==> src/rtl/seed_csr_unit.sv <==
module seed_csr_unit #(
  parameter int XLEN     = 32,
  parameter int SAMPLE_W = 16
) (
  input  logic                clk,
  input  logic                rst_n,
  input  logic                ext_en,
  input  logic                sseed_en,
  input  logic                useed_en,
  input  logic [1:0]          priv,
  input  logic                virt,
  input  logic                acc_valid,
  input  logic                acc_wr,
  input  logic [XLEN-1:0]     acc_wdata,
  output logic                rsp_valid,
  output logic                rsp_illegal,
  output logic                rsp_virt_fault,
  output logic [XLEN-1:0]     rsp_rdata,
  input  logic                ent_valid,
  input  logic [SAMPLE_W-1:0] ent_data,
  input  logic                ent_err,
  output logic                ent_ready
);
  localparam int PAD_W = XLEN - 2 - SAMPLE_W;
  localparam logic [1:0] ST_WAIT = 2'b01;
  localparam logic [1:0] ST_ES16 = 2'b10;
  localparam logic [1:0] ST_DEAD = 2'b11;
  localparam logic [1:0] PRV_U = 2'b00;
  localparam logic [1:0] PRV_S = 2'b01;
  localparam logic [1:0] PRV_M = 2'b11;

  logic            dead_q;
  logic            bad, vbad, grant, dead_now, take;
  logic [1:0]      status;
  logic [XLEN-1:0] word;
  logic            unused_wdata;

  assign unused_wdata = ^acc_wdata;

  always_comb begin
    bad  = 1'b0;
    vbad = 1'b0;
    if (!ext_en || !acc_wr)  bad = 1'b1;
    else if (priv == PRV_M)  bad = 1'b0;
    else if (virt) begin
      vbad = sseed_en;
      bad  = !sseed_en;
    end
    else if (priv == PRV_S)  bad = !sseed_en;
    else if (priv == PRV_U)  bad = !useed_en;
    else                     bad = 1'b1;
  end

  assign grant    = acc_valid && !bad && !vbad;
  assign dead_now = dead_q || ent_err;
  assign take     = grant && !dead_now && ent_valid;
  assign ent_ready = take;

  assign status = dead_now ? ST_DEAD : (ent_valid ? ST_ES16 : ST_WAIT);
  assign word   = grant ? {status, {PAD_W{1'b0}}, (take ? ent_data : {SAMPLE_W{1'b0}})}
                        : {XLEN{1'b0}};

  always_ff @(posedge clk) begin
    if (!rst_n) begin
      dead_q         <= 1'b0;
      rsp_valid      <= 1'b0;
      rsp_illegal    <= 1'b0;
      rsp_virt_fault <= 1'b0;
      rsp_rdata      <= '0;
    end else begin
      dead_q         <= dead_now;
      rsp_valid      <= acc_valid;
      rsp_illegal    <= acc_valid && bad;
      rsp_virt_fault <= acc_valid && vbad;
      rsp_rdata      <= word;
    end
  end
endmodule

==> config.mk <==
export PLATFORM = sky130hd
export DESIGN_NAME = seed_csr_unit
export DESIGN_NICKNAME = d
export VERILOG_FILES = /design/src/rtl/seed_csr_unit.sv
export SDC_FILE = /design/constraint.sdc
export NUM_CORES = 1
export LEC_CHECK = 0
export BUFFER_PORTS_ARGS = -buffer_cell sky130_fd_sc_hd__buf_2
export CAP_MARGIN = 5
export CORE_ASPECT_RATIO = 0.9
export CORE_MARGIN = 5
export CORE_UTILIZATION = 38
export CTS_BUF_LIST = sky130_fd_sc_hd__clkbuf_4 sky130_fd_sc_hd__clkbuf_8
export DETAILED_ROUTE_END_ITERATION = 10
export MAX_ROUTING_LAYER = met4
export PLACE_DENSITY_LB_ADDON = 0.1
export SLEW_MARGIN = 20
export SYNTH_ARGS = -nofsm -noshare
export SYNTH_HDL_FRONTEND = slang
export SYNTH_SLANG_ARGS = --single-unit
==> constraint.sdc <==
create_clock -name clk -period 2.1 [get_ports clk]
set_input_delay 0.42 -clock clk [delete_from_list [all_inputs] [get_ports clk]]
set_output_delay 0.42 -clock clk [all_outputs]
set_load 0.1 [all_outputs]
==> flow_summary.toml <==
[power]
pwr-share-seq_pct = 49.3
p_int_mw = 0.5605
pwr-share-clk_pct = 26.4
powerDensity_nw_per_um2 = 745.0
switchingPower_mw = 0.3008
p_sw_share_pct = 34.92
peakVddDrop_mv = 0.4395
combPwrFrac_pct = 24.2
leakage_nw = 0.5495

[synthesis]
synthTopCellsByArea = "dfxtp_1, buf_4, a21oi_1, nand3_1, buf_2"
syn_avg_cell_area_um2 = 9.364
yosysUniqueCellTypes = 20
synth_common_cells = "dfxtp_1, a21oi_1, nand3_1"
synth_area_um2 = 889.6
seq_area_frac_synth_pct = 49.51
async_reset_ff_share_pct = 0
synth_top_area_share_pct = 49.51
synth_ff_type = "dfxtp_1"
synth_enable_flop_cells = 0
synth_top_cell_by_area = "dfxtp_1"
ys_ff_latch = 22
yosysMostFrequentCell = "dfxtp_1"
synth_warnings = 0
synth_cells = 95

[min_path]
worstHoldPathType = "primary input to flop"
min_from = "ent_data[0]"
min_to = "rsp_rdata[0]"
hold-path-cell-count = 3

[floorplanning]
dieArea_um2 = 3410
num_rows = 16
die_x_um = 61
die_h_um = 55.90
core_area_um2 = 2202
pin_count = 96
initial_core_util_pct = 40.40

[layout]
area_growth_pct = 29.96
num-nets-final = 205
design_area_um2 = 1156
multi_input_area_um2 = 362.8
fillers = 231
antenna_cells = 0
regArea_um2 = 440.4
drive_gt1_share_pct = 42.36

[clock_network]
clock-sinks = 22
htree_levels = 1
cts_resized = 0
postCtsSetupBuffers = 0
cts_tree = "done"
cts_root_buffer = "clkbuf_4"
cts_buffer_depth = 2
holdBufCountCts = 0
worstSkewPairLatency_ps = 300
clkTransAtPathRegs_ps = 120
cts_buffers = 3

[worst_setup_path]
r2r-start = "dead_q"
arrival_ps = 1490
path_max_fanout = 4
critPathCaptureType = "output port"
cp.required_ps = 1680
start_kind = "primary input"
rrSetupSlack_ps = 980
critical_path_class = "primary input to output port"
r2r_cells = 4
r2r-end = "rsp_rdata[1]"

[sta]
final_hold_viol_count = 0
setup_viol = 0
period_minus_slack_ps = 1908
maxSlewViolCount = 0
max_freq_mhz = 524.1
finalCritPeriodShare_pct = 90.86
fin_skew_ps = 2.594
rsz0062_at_grt = "false"
relSlewSlack_pct = 61.69
finalSetupTns_ps = 0
worstMarginPinSlew_ps = 574.6

[detailed_routing]
vias_per_cell = 4.860
firstDrtPassIters = 4
wl_mm = 2.132
drt-initial-drc-count = 36
final_antenna_net_count = 0
vias = 831
avgRoutedWirePerCell_um = 12.47
drc = 0

[placed_design]
placed_cell_area_um2 = 1120
place_congestion = 0.7324
portBuffers = 49
dp_hpwl_mm = 1.589

[global_route]
grt_pass1_vias = 816
grt_max_degree = 20
grt_pass1_wl_mm = 3.415
antenna_found_initial = 0
globalRouteTotalUtil_pct = 13.04
grt_overflow = 0

[run]
drv_cap = 0

[run_status]
status = "finished clean"
power by group through the flow:
stage / clock [mW] / sequential [mW] / combinational [mW]
final: 0.228 / 0.425 / 0.209
after global routing: 0.258 / 0.426 / 0.217
after CTS: 0.236 / 0.425 / 0.208
after detailed placement: 0 / 0.434 / 0.208
after global placement: 0 / 0.434 / 0.207
after floorplan: 0 / 0.463 / 0.160
critical path: stages:
cell,delay [ps]
buf_2,120
or4b_4,560
a21oi_4,190
buf_12,190
state kept, by name, indices dropped and copies added, names as in the netlist:
register	cells
dead_q	1
rsp_illegal	1
rsp_rdata	18
rsp_valid	1
rsp_virt_fault	1
worst max-delay path by stage:
stage | startpoint | to | cells after the start
6_report | priv[1] | ent_ready | 4
5_1_grt | priv[1] | ent_ready | 4
4_1_cts | priv[1] | ent_ready | 4
3_5_place_dp | priv[1] | ent_ready | 4
3_3_place_gp | priv[1] | ent_ready | 4
2_1_floorplan | priv[1] | ent_ready | 3
kinds of logic after synthesis:
group | Yosys count | synth area share, %
buffers and inverters | 20 | 16.46
flip-flops | 22 | 49.51
other | 1 | 0.4215
AND/OR/NAND/NOR | 28 | 18.00
AO/OA/AOI/OAI | 24 | 15.61
routing by layer:
metal / share of wire, % / track usage [%] / up-vias
li1: - / - / 404
met1: 40 / 15.80 / 382
met2: 49 / 21.07 / 45
met3: 11 / 3.016 / 0
met4: 0 / 4.025 / 0
met5: 0 / - / -
placed cells by master (no fill, tap or decap), drive strengths merged, types with 2 or more instances in the layout:
cell type | netlist | final
a211oi | 2 | 2
a21oi | 18 | 18
buf | 20 | 52
clkbuf | 0 | 4
conb | 1 | 14
dfxtp | 22 | 22
nand2 | 4 | 4
nand3 | 17 | 17
nand4 | 2 | 2
o21ai | 2 | 2
stage by stage:
stage               hold slack [ps]  cells  total power [mW]  setup slack (ps)  utilization (%)
floorplan                     473.0    108            0.6224             5.433                -
global placement              486.0    167            0.6408             196.9            50.85
detailed placement            511.4    167            0.6416             190.5            50.85
CTS                           326.5    171            0.8688             190.4            52.50
global route                  312.9    171            0.9010             158.4            52.50
finish                        336.1    171            0.8613             192.0            52.50
layout make-up:
cell class / count / share of cell area (%)
timing repair buffer: 52 / 24.46
clock buffer: 4 / 3.139
multi-input combinational: 66 / 31.39
tap: 27 / 2.922
sequential: 22 / 38.10
No activity file was read; power rests on OpenSTA's default activity.
